==> src/rtl/extbus_pkg.sv <==
package extbus_pkg;

    typedef enum logic [1:0] {
        SZ_BYTE = 2'd0,
        SZ_WORD = 2'd1,
        SZ_LONG = 2'd2,
        SZ_LINE = 2'd3
    } xfer_size_e;

    typedef enum logic [2:0] {
        ST_IDLE   = 3'd0,
        ST_ADDR   = 3'd1,
        ST_SETUP  = 3'd2,
        ST_STROBE = 3'd3,
        ST_HOLD   = 3'd4,
        ST_DONE   = 3'd5
    } bus_state_e;

endpackage

==> src/rtl/extbus_plan.sv <==
module extbus_plan
    import extbus_pkg::*;
#(
    parameter int LINE_BYTES = 16,
    localparam int BC_W = $clog2(LINE_BYTES) + 1
) (
    input  xfer_size_e        size_i,
    input  logic              wide16_i,
    output logic [BC_W-1:0]   nbytes_o,
    output logic [BC_W-1:0]   beats_o,
    output logic              two_o
);
    always_comb begin
        unique case (size_i)
            SZ_BYTE: nbytes_o = BC_W'(1);
            SZ_WORD: nbytes_o = BC_W'(2);
            SZ_LONG: nbytes_o = BC_W'(4);
            SZ_LINE: nbytes_o = BC_W'(LINE_BYTES);
            default: nbytes_o = BC_W'(1);
        endcase
        // two-byte beats only when the port is 16 bits and the transfer is wider than a byte
        two_o   = wide16_i && (size_i != SZ_BYTE);
        beats_o = two_o ? (nbytes_o >> 1) : nbytes_o;
    end
endmodule

==> src/rtl/extbus_fsm.sv <==
module extbus_fsm
    import extbus_pkg::*;
#(
    parameter int CW = 3
) (
    input  logic          clk,
    input  logic          rst_n,
    input  logic          start_i,
    input  logic          mux_i,
    input  logic [CW-1:0] setup_i,
    input  logic [CW-1:0] hold_i,
    input  logic          last_i,
    output bus_state_e    state_o,
    output logic          mux_q_o,
    output logic          step_o
);
    bus_state_e    state_q, state_d;
    logic [CW-1:0] cnt_q, cnt_d;
    logic [CW-1:0] setup_q, hold_q;
    logic          mux_q;

    // entry point of the following beat
    bus_state_e    beat_st;
    logic [CW-1:0] beat_cnt;

    always_comb begin
        if (last_i) begin
            beat_st  = ST_DONE;
            beat_cnt = cnt_q;
        end else if (mux_q) begin
            beat_st  = ST_ADDR;
            beat_cnt = cnt_q;
        end else if (setup_q != '0) begin
            beat_st  = ST_SETUP;
            beat_cnt = setup_q;
        end else begin
            beat_st  = ST_STROBE;
            beat_cnt = cnt_q;
        end
    end

    always_comb begin
        state_d = state_q;
        cnt_d   = cnt_q;
        unique case (state_q)
            ST_IDLE: begin
                if (start_i) begin
                    if (mux_i) begin
                        state_d = ST_ADDR;
                    end else if (setup_i != '0) begin
                        state_d = ST_SETUP;
                        cnt_d   = setup_i;
                    end else begin
                        state_d = ST_STROBE;
                    end
                end
            end
            ST_ADDR: begin
                if (setup_q != '0) begin
                    state_d = ST_SETUP;
                    cnt_d   = setup_q;
                end else begin
                    state_d = ST_STROBE;
                end
            end
            ST_SETUP: begin
                if (cnt_q == CW'(1)) state_d = ST_STROBE;
                else                 cnt_d   = cnt_q - CW'(1);
            end
            ST_STROBE: begin
                if (hold_q != '0) begin
                    state_d = ST_HOLD;
                    cnt_d   = hold_q;
                end else begin
                    state_d = beat_st;
                    cnt_d   = beat_cnt;
                end
            end
            ST_HOLD: begin
                if (cnt_q == CW'(1)) begin
                    state_d = beat_st;
                    cnt_d   = beat_cnt;
                end else begin
                    cnt_d   = cnt_q - CW'(1);
                end
            end
            ST_DONE: state_d = ST_IDLE;
            default: state_d = ST_IDLE;
        endcase
    end

    always_ff @(posedge clk or negedge rst_n) begin
        if (!rst_n) begin
            state_q <= ST_IDLE;
            cnt_q   <= '0;
            setup_q <= '0;
            hold_q  <= '0;
            mux_q   <= 1'b0;
        end else begin
            state_q <= state_d;
            cnt_q   <= cnt_d;
            if (state_q == ST_IDLE && start_i) begin
                setup_q <= setup_i;
                hold_q  <= hold_i;
                mux_q   <= mux_i;
            end
        end
    end

    assign state_o = state_q;
    assign mux_q_o = mux_q;
    assign step_o  = ((state_q == ST_STROBE) && (hold_q == '0)) ||
                     ((state_q == ST_HOLD) && (cnt_q == CW'(1)));
endmodule

==> src/rtl/extbus_data.sv <==
module extbus_data #(
    parameter int AW         = 20,
    parameter int LINE_BYTES = 16,
    localparam int DW   = 8 * LINE_BYTES,
    localparam int BC_W = $clog2(LINE_BYTES) + 1,
    localparam int SH_W = $clog2(DW) + 1
) (
    input  logic            clk,
    input  logic            rst_n,
    input  logic            load_i,
    input  logic            step_i,
    input  logic            cap_i,
    input  logic            mux_q_i,
    input  logic            we_i,
    input  logic            region_i,
    input  logic [AW-1:0]   addr_i,
    input  logic [DW-1:0]   wdata_i,
    input  logic            wide_i,
    input  logic            two_i,
    input  logic [BC_W-1:0] nbytes_i,
    input  logic [BC_W-1:0] beats_i,
    input  logic [15:0]     ad_in_i,
    input  logic [7:0]      d_in_i,
    output logic [AW-1:0]   addr_o,
    output logic            last_o,
    output logic            we_o,
    output logic            region_o,
    output logic            wide_o,
    output logic [7:0]      wbyte_o,
    output logic [15:0]     wword_o,
    output logic [DW-1:0]   rdata_o
);
    logic [AW-1:0]   addr_q;
    logic [BC_W-1:0] beats_q;
    logic [DW-1:0]   wsh_q, racc_q;
    logic            we_q, region_q, wide_q, two_q;
    logic [SH_W-1:0] pad_sh;
    logic [7:0]      rd_byte;

    // left-align the write data so the first beat always sits at the top
    assign pad_sh = SH_W'(DW - 8 * int'(nbytes_i));

    always_comb begin
        if (!mux_q_i)    rd_byte = d_in_i;
        else if (wide_q) rd_byte = addr_q[0] ? ad_in_i[7:0] : ad_in_i[15:8];
        else             rd_byte = ad_in_i[7:0];
    end

    always_ff @(posedge clk or negedge rst_n) begin
        if (!rst_n) begin
            addr_q   <= '0;
            beats_q  <= '0;
            wsh_q    <= '0;
            racc_q   <= '0;
            we_q     <= 1'b0;
            region_q <= 1'b0;
            wide_q   <= 1'b0;
            two_q    <= 1'b0;
        end else if (load_i) begin
            addr_q   <= addr_i;
            beats_q  <= beats_i;
            wsh_q    <= wdata_i << pad_sh;
            racc_q   <= '0;
            we_q     <= we_i;
            region_q <= region_i;
            wide_q   <= wide_i;
            two_q    <= two_i;
        end else begin
            if (cap_i && !we_q) begin
                racc_q <= two_q ? {racc_q[DW-17:0], ad_in_i} : {racc_q[DW-9:0], rd_byte};
            end
            if (step_i) begin
                addr_q  <= addr_q + (two_q ? AW'(2) : AW'(1));
                beats_q <= beats_q - BC_W'(1);
                wsh_q   <= two_q ? (wsh_q << 16) : (wsh_q << 8);
            end
        end
    end

    assign addr_o   = addr_q;
    assign last_o   = (beats_q == BC_W'(1));
    assign we_o     = we_q;
    assign region_o = region_q;
    assign wide_o   = wide_q;
    assign wbyte_o  = wsh_q[DW-1 -: 8];
    assign wword_o  = two_q ? wsh_q[DW-1 -: 16] : {wsh_q[DW-1 -: 8], wsh_q[DW-1 -: 8]};
    assign rdata_o  = racc_q;
endmodule

==> src/rtl/extbus_ctrl.sv <==
module extbus_ctrl
    import extbus_pkg::*;
#(
    parameter int AW         = 20,
    parameter int LINE_BYTES = 16,
    parameter int CW         = 3,
    localparam int DW   = 8 * LINE_BYTES,
    localparam int BC_W = $clog2(LINE_BYTES) + 1,
    localparam int NCS  = 2
) (
    input  logic            clk,
    input  logic            rst_n,
    input  logic            req_i,
    input  logic            req_we_i,
    input  logic [1:0]      req_size_i,
    input  logic [AW-1:0]   req_addr_i,
    input  logic            req_region_i,
    input  logic [DW-1:0]   req_wdata_i,
    input  logic            cfg_mux_i,
    input  logic            cfg_wide_i,
    input  logic [CW-1:0]   cfg_setup_i,
    input  logic [CW-1:0]   cfg_hold_i,
    output logic            ready_o,
    output logic            ack_o,
    output logic [DW-1:0]   rdata_o,
    output logic [AW-1:0]   bus_a_o,
    input  logic [15:0]     bus_a_i,
    output logic [7:0]      bus_d_o,
    input  logic [7:0]      bus_d_i,
    output logic [NCS-1:0]  bus_cs_o,
    output logic            bus_oe_o,
    output logic            bus_rw_o
);
    bus_state_e      st;
    logic            start, mux_q, step, last;
    logic            wide_eff, two;
    logic [BC_W-1:0] nbytes, beats;
    logic [AW-1:0]   addr_q;
    logic            we_q, region_q, wide_q;
    logic [7:0]      wbyte;
    logic [15:0]     wword;
    logic            in_xfer;

    assign start    = req_i && (st == ST_IDLE);
    assign wide_eff = cfg_wide_i && cfg_mux_i;

    extbus_plan #(.LINE_BYTES(LINE_BYTES)) u_plan (
        .size_i   (xfer_size_e'(req_size_i)),
        .wide16_i (wide_eff),
        .nbytes_o (nbytes),
        .beats_o  (beats),
        .two_o    (two)
    );

    extbus_fsm #(.CW(CW)) u_fsm (
        .clk     (clk),
        .rst_n   (rst_n),
        .start_i (start),
        .mux_i   (cfg_mux_i),
        .setup_i (cfg_setup_i),
        .hold_i  (cfg_hold_i),
        .last_i  (last),
        .state_o (st),
        .mux_q_o (mux_q),
        .step_o  (step)
    );

    extbus_data #(.AW(AW), .LINE_BYTES(LINE_BYTES)) u_data (
        .clk      (clk),
        .rst_n    (rst_n),
        .load_i   (start),
        .step_i   (step),
        .cap_i    (st == ST_STROBE),
        .mux_q_i  (mux_q),
        .we_i     (req_we_i),
        .region_i (req_region_i),
        .addr_i   (req_addr_i),
        .wdata_i  (req_wdata_i),
        .wide_i   (wide_eff),
        .two_i    (two),
        .nbytes_i (nbytes),
        .beats_i  (beats),
        .ad_in_i  (bus_a_i),
        .d_in_i   (bus_d_i),
        .addr_o   (addr_q),
        .last_o   (last),
        .we_o     (we_q),
        .region_o (region_q),
        .wide_o   (wide_q),
        .wbyte_o  (wbyte),
        .wword_o  (wword),
        .rdata_o  (rdata_o)
    );

    // select decode: line 1 doubles as the latch strobe in the shared mode
    for (genvar g = 0; g < NCS; g++) begin : g_cs
        assign bus_cs_o[g] = ((st == ST_STROBE) && (mux_q ? (g == 0) : (region_q == 1'(g))))
                           || ((g == 1) && (st == ST_ADDR));
    end

    always_comb begin
        in_xfer  = (st == ST_ADDR) || (st == ST_SETUP) || (st == ST_STROBE) || (st == ST_HOLD);
        ready_o  = (st == ST_IDLE);
        ack_o    = (st == ST_DONE);
        bus_rw_o = !(in_xfer && we_q);
        bus_oe_o = (st == ST_STROBE) && !we_q;
        bus_a_o  = in_xfer ? addr_q : '0;
        bus_d_o  = '0;
        if ((st == ST_STROBE) && we_q) begin
            if (mux_q) begin
                bus_a_o = wide_q ? {addr_q[AW-1:16], wword} : {addr_q[AW-1:8], wbyte};
            end else begin
                bus_d_o = wbyte;
            end
        end
    end
endmodule

==> config.mk <==
export PLATFORM = sky130hd
export DESIGN_NAME = extbus_ctrl
export DESIGN_NICKNAME = d
export VERILOG_FILES = /design/src/rtl/extbus_pkg.sv /design/src/rtl/extbus_plan.sv /design/src/rtl/extbus_fsm.sv /design/src/rtl/extbus_data.sv /design/src/rtl/extbus_ctrl.sv
export SDC_FILE = /design/constraint.sdc
export NUM_CORES = 1
export LEC_CHECK = 0
export BUFFER_PORTS_ARGS = -buffer_cell sky130_fd_sc_hd__buf_2
export CAP_MARGIN = 20
export CORE_ASPECT_RATIO = 0.8
export CORE_UTILIZATION = 56
export DETAILED_ROUTE_END_ITERATION = 10
export MAX_ROUTING_LAYER = met4
export PLACE_DENSITY = 0.82
export SYNTH_ARGS = -nofsm -noshare
export SYNTH_HDL_FRONTEND = slang
export SYNTH_SLANG_ARGS = --single-unit
==> constraint.sdc <==
create_clock -name clk -period 3.6 [get_ports clk]
set_input_delay 0.9 -clock clk [delete_from_list [all_inputs] [get_ports clk]]
set_output_delay 0.9 -clock clk [all_outputs]
set_load 0.02 [all_outputs]
Yosys cells after proc, flatten, opt, wreduce, memory -nomap -nowiden
Cells that the tools add are included.
- shifts and indexed selects: 1
- bitwise logic cells: 1
- reduce and logical (&&, ||, !) cells: 30
- equality and inequality tests: 16
- multiplexer cells: 45
- add/sub/neg operators: 4
- operator list (kind ; count):
    2-to-1 mux 128 bit ; 6
    left shift 128 x 8 -> 128 bit ; 1
    2-to-1 mux 20 bit ; 5
    2-to-1 mux 3 bit ; 16
    2-to-1 mux 8 bit ; 6
    case mux 3 bit (5 select lines) ; 2
    adder 20 x 2 -> 20 bit ; 1
    case mux 5 bit (4 select lines) ; 1
    2-to-1 mux 16 bit ; 1
    2-to-1 mux 5 bit ; 3
    logical AND 1 bit ; 11
    nonzero test 3 bit ; 3
    inequality test 2 x 1 -> 1 bit (second input constant) ; 4
    subtractor 8 bit (first input constant) ; 1
    == test 3 x 1 -> 1 bit (second input constant) ; 2
    == test 3 x 2 -> 1 bit (second input constant) ; 2
    == test 3 bit (second input constant) ; 2
    logical NOT 3 bit ; 2
    nonzero test 2 bit ; 3
    == test 5 x 1 -> 1 bit (second input constant) ; 1
    logical OR 1 bit ; 5
    AND reduction 5 bit ; 1
    nonzero test 5 bit ; 1
    subtractor 5 x 1 -> 5 bit (second input constant) ; 1
    other kinds (10) ; 16
- word-level logic and storage cells: 110
- output and inout port bits: 162
- bits in registers: 298

Longest topological paths before layout
Gate-level depths: netlist of run 1.
- depth after elaboration: 7
- depth in mapped cells: 11
- mapped depth without buffers: 7

Modules after synthesis
Synthesis of run 1 repeated with hierarchy kept, for this count alone.
- cells, all modules: 2189
- area total of the unflattened synthesis: 20452.1 um^2
- by module, submodules not included (module ; cells an instance ; times used ; area an instance (um^2) ; seq. area each (um^2)):
    extbus_data ; 1987 ; 1 ; 18836.8 ; 7131.8
    extbus_fsm ; 116 ; 1 ; 1006.0 ; 325.3
    extbus_ctrl ; 71 ; 1 ; 516.7 ; 0.0
    extbus_plan ; 15 ; 1 ; 92.6 ; 0.0

Worst setup path before layout of run 1
OpenSTA, ideal clock, no wires.
- path kind: reg-to-output
- from: register u_fsm.state_q[1], in the netlist u_fsm.state_o[1]
- to: output port bus_a_o[10]
- setup slack: 0.497 ns
- stages on the path, launching flop included: 9
- data arrival time: 2.203 ns
- path buffers: 3
- cells stage by stage: dfrtp_1 -> buf_6 -> nor3_1 -> nor2b_1 -> clkbuf_1 -> and2_1 -> buf_2 -> o21bai_2 -> a22o_1
- longest elaborated chain between the ends: 7
- RTL lines (what ; line ; source):
    from (decl) ; extbus_fsm.sv:17 ; bus_state_e state_q, state_d;
    from (signal assigned) ; extbus_fsm.sv:100 ; state_q <= state_d;
    == test 3 x 1 -> 1 bit or == test 3 x 2 -> 1 bit (tied branches) ; extbus_ctrl.sv:102 ; in_xfer = (st == ST_ADDR) || (st == ST_SETUP) || (st == ST_STROBE) || (st == ST_HOLD);
    logical OR 1 bit (3 in series) ; extbus_ctrl.sv:102 ;
    2-to-1 mux 20 bit ; extbus_ctrl.sv:107 ; bus_a_o = in_xfer ? addr_q : '0;
    2-to-1 mux 20 bit ; extbus_ctrl.sv:110 ; if (mux_q) begin
    2-to-1 mux 20 bit * ; extbus_ctrl.sv:109 ; if ((st == ST_STROBE) && we_q) begin
    to (decl) ; extbus_ctrl.sv:26 ; output logic [AW-1:0] bus_a_o,
Every way passes the cells marked *; elsewhere a longest branch is shown, timed or not.

Worst setup path after layout of run 1
- from: register u_fsm.state_q[0], in the netlist u_fsm.state_o[0]
- to: output port bus_a_o[10]
Same word-level chain as after synthesis.

==> results of run 1 <==
## flip-flops by register name (all words and copies together), names as in the netlist
signal and cells:
u_fsm.cnt_q 3, u_data.wsh_q 128, u_data.we_o 1, u_data.two_q 1
u_data.region_o 1, u_data.wide_o 1, u_fsm.setup_q 3, u_data.rdata_o 128
u_fsm.state_o 3, u_fsm.mux_q_o 1, u_data.beats_q 5, u_data.addr_o 20
u_fsm.hold_q 3
## area by class of cell
cell class / instances / area, um^2 / share of cell area (%)
Multi-Input combinational cell: 1329 / 8370 / 42.7
Antenna cell: 4 / 10.0 / 0.0510
Sequential cell: 298 / 7460 / 38.0
Timing Repair Buffer: 378 / 2130 / 10.9
Clock buffer: 44 / 915 / 4.66
Inverter: 15 / 56.3 / 0.287
Clock inverter: 14 / 199 / 1.01
Tap cell: 377 / 472 / 2.40
## worst register-to-register path, delay by kind of cell (launching register included)
family	cells	cell delay (ps)
simple gates	3	890
flops	1	430
compound gates	2	1170
fa+ha+maj	1	250
## kinds of logic after synthesis
group,Yosys count,synth area share (%)
fa+ha+maj,7,0.572
flops,298,44.9
buf+inv,179,4.86
compound gates,498,17.3
mux,264,16.6
xor+xnor,20,1.05
simple gates,540,14.8
## metrics by stage
step	hold WS [ps]	power, mW	instance area [um^2]	setup slack [ps]
finish	278	15.7	19600	217
global route	321	16.6	19600	56.1
CTS	302	15.6	19600	11.7
detailed placement	490	12.0	18500	399
global placement	477	11.8	18500	531
floorplan	460	10.2	16600	497
## where the power goes
group          leakage, nW  switching, mW  internal (mW)
logic                 4.34           4.30           2.59
registers             3.99           1.01           4.26
clock network        0.558           1.38           2.12
## layer usage
layer,up-vias,share of wire (%),routed length (um)
li1,7012,-,-
met1,7231,45,21900
met2,635,45,22300
met3,91,7.6,3750
met4,0,2.5,1240
met5,-,0,0
## what timing repair did
action                     CTS  global route
buffers inserted             0             0
setup endpoints to repair    8             8
resized for setup            2             3
## how the worst max path moves through the flow
stage,end,cells after the start,slack (ps)
final,bus_a_o[10],6,220
after global routing,bus_a_o[10],5,60
after CTS,bus_a_o[12],6,10
after detailed placement,bus_a_o[12],6,400
after global placement,bus_a_o[12],6,530
after floorplan,bus_a_o[10],8,500
## layout by cell type, fill, tap and decap left out, types with 5 or more instances in the layout
cell type,count
and3_1,7
nor4_1,11
clkbuf_16,31
inv_1,15
buf_4,18
o21ai_2,6
o21ai_0,287
mux2i_1,248
o31ai_1,5
clkbuf_8,9
and2_1,15
a21o_1,7
clkinv_2,8
nand2b_1,8
a31oi_1,83
nand2_1,189
a21oi_1,43
buf_12,11
nor2_1,122
a221oi_1,13
o21ai_1,5
bufinv_16,5
ha_1,6
nand3_1,152
mux4_2,8
dfrtp_1,296
nor3_1,10
mux2_2,8
a22o_1,21
buf_2,347
a211oi_1,8
xnor2_1,19
==> flow_metrics.tcl, run 1 <==
set metrics [dict create \
    grt_most_used_layer "met2" \
    leakage_nw 8.89 \
    synth_edf_count 0 \
    timing.rr.end "u_data.beats_q[2]" \
    cts.sinks 298 \
    grt_pass1_wl_mm 76.4 \
    boundaryPins 349 \
    cp_data_arrival_time_ps 2480 \
    clock_latency_ps 580 \
    routed_wl_mm 49.3 \
    syn-num-nets 2000 \
    vdd_drop_max_mv 0.475 \
    tightest_slew_ps 1050 \
    synth.top_cell.area_share_pct 44.9 \
    numCtsBuffers 31 \
    fin_cells 2459 \
    viasPerCell 6.09 \
    row_count 56 \
    cts-root-buf "clkbuf_16" \
    place_congestion 0.938 \
    hpwl_mm 33.8 \
    drive_above_1_share_pct 22.5 \
    cts_tree "built" \
    ff2ff_path_depth 6 \
    ant_nets 0 \
    fin_tns_setup_ps 0 \
    yosys.area.top_type "dfrtp_1" \
    die_h_um 156 \
    rsz0062_at_grt "false" \
    htree_levels 1 \
    critPathKind "reg -> out" \
    firstDrtPassIters 5 \
    grtUsageMet3_pct 5.19 \
    synth_seq_cells 298 \
    crit_path_end_kind "primary output" \
    grt_overflow_total 0 \
    port_buffers 348 \
    critPathSlowestCell "dfrtp_2" \
    synth.most_common_cell "dfrtp_1" \
    grt_max_degree 257 \
    relSlewSlack_pct 30.3 \
    required_ps 2700 \
    drtIter0Drc 1443 \
    hold_path_class "in -> async" \
    min_period_ps 3380 \
    design.die.area_um2 30400 \
    fin_nets 2247 \
    rr_startpoint "u_fsm.cnt_q[0]" \
    synth_area_leaders "dfrtp_1 (45%), mux2i_1 (15%), o21ai_0 (8.6%), nand3_1 (4.6%), nand2_1 (4.3%)" \
    grt_use_met2_pct 48.3 \
    wl_per_cell_um 20.0 \
    avgSynthCellArea_um2 9.20 \
    fin_crit_sh_pct 94.0 \
    use_met1_pct 46.3 \
    start_util_pct 56.9 \
    r2r_setup_slack_ps 740 \
    syn_inst 1806 \
    cts_hold_buf 0 \
    setup-violations-final 0 \
    ys_async_sr_fraction_pct 100 \
    placed_cells 2396 \
    cts.clk_slew.worst_paths_ps 70 \
    syn_to_final_growth_pct 18.1 \
    yosysSeqAreaShare_pct 44.9 \
    clock.fmax_mhz 296 \
    grt_pass1_vias 13700 \
    synth_warnings 0 \
    grtUsageTotal_pct 32.6 \
    fill_cells 2369 \
    remaining_drc_errors 0 \
    skew_ps 22.2 \
    path_buf_inv 1 \
    crit_chain "and3b_2, nand3_2, and2_4, o21bai_2, a22o_1, buf_2" \
    start_kind "flip-flop" \
    synth_commonest_cells "dfrtp_1 (298), o21ai_0 (287), mux2i_1 (248)" \
    crit_family "simple AND/OR/NAND/NOR gates" \
    netlist_area_um2 16600 \
    vias 15000 \
    drv_cap 0 \
    synth_cell_types 60 \
    setup.worst_path.start "u_fsm.state_o[0]" \
    status "finished clean" \
    coreArea_um2 29200 \
    cts_max_path_buffers 3 \
    hold_violations 0 \
    crit_fanout 11 \
    power_density_nw_per_um2 798 \
    max_stage_delay_ps 460 \
    antenna_found_initial 2 \
    die_x_um 195 \
    ys.flop_type "dfrtp_1" \
    final_util_pct 67.2 \
    drv_slew 0 \
]
(Power assumes the default switching activity.)
==> inputs of run 2 (changes only) <==
CAP_MARGIN = default   (was 20)
CORE_UTILIZATION = 55   (was 56)
PLACE_DENSITY = 0.81   (was 0.82)
==> run 2 against run 1 <==
Against the previous run: clock skew decreased by 7.4 ps; hold slack improved by 48 ps; via count about the same; highest routed layer unchanged.
==> flow_metrics.tcl, run 2 (synthesized netlist as in run 1, its figures left out) <==
set metrics [dict create \
    power_frac_clock_pct 21.7 \
    clock_latency_ps 580 \
    rsz0062_at_grt "false" \
    leakage_nw 8.86 \
    cts-root-buf "clkbuf_16" \
    fill_cells 2416 \
    power.net_switching_mw 6.65 \
    die_h_um 157 \
    cts.sinks 298 \
    hpwl_mm 33.4 \
    status "finished clean" \
    hold_violations 0 \
    skew_ps 14.8 \
    required_ps 2700 \
    cts_tree "built" \
    place_congestion 0.961 \
    grt_pass1_wl_mm 76.1 \
    ant_nets 0 \
    use_met1_pct 45.8 \
    crit_fanout 11 \
    r2r_setup_slack_ps 840 \
    timing.rr.end "u_data.beats_q[2]" \
    htree_levels 1 \
    vdd_drop_max_mv 0.480 \
    remaining_drc_errors 0 \
    drive_above_1_share_pct 22.3 \
    die_x_um 196 \
    power_density_nw_per_um2 792 \
    grtUsageTotal_pct 32.0 \
    cts_max_path_buffers 3 \
    setup-violations-final 0 \
    tightest_slew_ps 1080 \
    grt_pass1_vias 13800 \
    cts.clk_slew.worst_paths_ps 60 \
    p_int_mw 8.88 \
    grtUsageMet3_pct 4.95 \
    critPathKind "reg -> out" \
    pwr-share-seq_pct 33.8 \
    p_sw_share_pct 42.8 \
    cp_data_arrival_time_ps 2550 \
    relSlewSlack_pct 28.0 \
    fin_crit_sh_pct 95.9 \
    drv_cap 0 \
    row_count 56 \
    post_cts_buffers 0 \
    wl_per_cell_um 19.6 \
    coreArea_um2 29500 \
    grt_overflow_total 0 \
    grt_most_used_layer "met2" \
    cts_hold_buf 0 \
    rr_startpoint "u_fsm.cnt_q[0]" \
    min_period_ps 3450 \
    boundaryPins 349 \
    clock.fmax_mhz 290 \
    numCtsBuffers 31 \
    hold_path_class "in -> async" \
    fin_hold_ws_ps 326 \
    grt_use_met2_pct 46.0 \
    drv_slew 0 \
    antenna_found_initial 1 \
    syn_to_final_growth_pct 18.1 \
    final_cell_mix "buf_2 (347), dfrtp_1 (297), o21ai_0 (287)" \
    ff2ff_path_depth 6 \
    fin_nets 2244 \
    combPwrFrac_pct 44.5 \
    grt_max_degree 257 \
    vias 15000 \
    fin_tns_setup_ps 0 \
    firstDrtPassIters 5 \
    port_buffers 348 \
    start_kind "flip-flop" \
    final_common_cell "buf_2" \
    viasPerCell 6.03 \
    routed_wl_mm 48.7 \
    drtIter0Drc 1351 \
    crit_path_end_kind "primary output" \
    start_util_pct 56.3 \
    design.die.area_um2 30900 \
]
-- run 2: cell count changes in the layout (fill, tap and decap cells not counted), sizes merged --
cell,change
clkbuf,+1
inv,+1
bufinv,-2
clkinv,-2
buf,-3
diode,-2
clkinvlp,+1
-- run 2: power by group through the flow --
stage | logic (mW) | clock network [mW] | registers [mW]
6_report | 6.91 | 3.37 | 5.25
5_1_grt | 7.59 | 3.57 | 5.35
4_1_cts | 6.83 | 3.44 | 5.21
3_5_place_dp | 6.80 | 0 | 5.26
3_3_place_gp | 6.66 | 0 | 5.23
2_1_floorplan | 5.14 | 0 | 5.05
-- run 2: final cells by class --
cell class / count / area, um^2 / share of cell area [%]
clock buffer: 45 / 928 / 4.73
clock inverter: 12 / 145 / 0.740
tap: 406 / 508 / 2.59
antenna: 2 / 5.00 / 0.0255
sequential: 298 / 7460 / 38.0
timing repair buffer: 375 / 2140 / 10.9
inverter: 15 / 56.3 / 0.287
multi-input combinational: 1329 / 8370 / 42.7
-- run 2: timing repair --
| action | 4_1_cts | 5_1_grt |
|---|---|---|
| gates resized for setup | 1 | 1 |
| gates cloned | 0 | 0 |
| setup endpoints to repair | 3 | 3 |
-- run 2: layer usage --
layer / part of all wire [%] / up-vias
li1: - / 7017
met1: 45 / 7162
met2: 44 / 678
met3: 7.4 / 109
met4: 3.6 / 0
met5: 0 / -
-- run 2: worst max-delay path by stage --
stage,from,endpoint,slack (ps),depth (start not counted)
after floorplan,u_fsm.state_o[1],bus_a_o[10],500,8
after global placement,u_fsm.state_o[2],bus_a_o[13],670,6
after detailed placement,u_fsm.state_o[2],bus_a_o[13],590,6
after CTS,u_fsm.state_o[2],bus_a_o[13],100,6
after global routing,u_fsm.state_o[2],bus_a_o[13],7,6
final,u_fsm.state_o[2],bus_a_o[13],150,6
-- run 2: critical path, cell delays in order, from the launching register on --
cell and delay [ps]:
dfrtp_1 380, and3b_1 380, nand3_2 230, and2_2 320, o21bai_2 270, a22o_1 230, buf_2 160
-- run 2: stage by stage --
stage | setup slack [ps] | util [%] | area, um^2 | total power, mW | cells
after floorplan | 497 | - | 16600 | 10.2 | 1806
after global placement | 666 | 62.8 | 18500 | 11.9 | 2423
after detailed placement | 594 | 62.8 | 18500 | 12.1 | 2423
after CTS | 102 | 66.5 | 19600 | 15.5 | 2480
after global routing | 6.73 | 66.5 | 19600 | 16.5 | 2481
final | 149 | 66.5 | 19600 | 15.5 | 2482
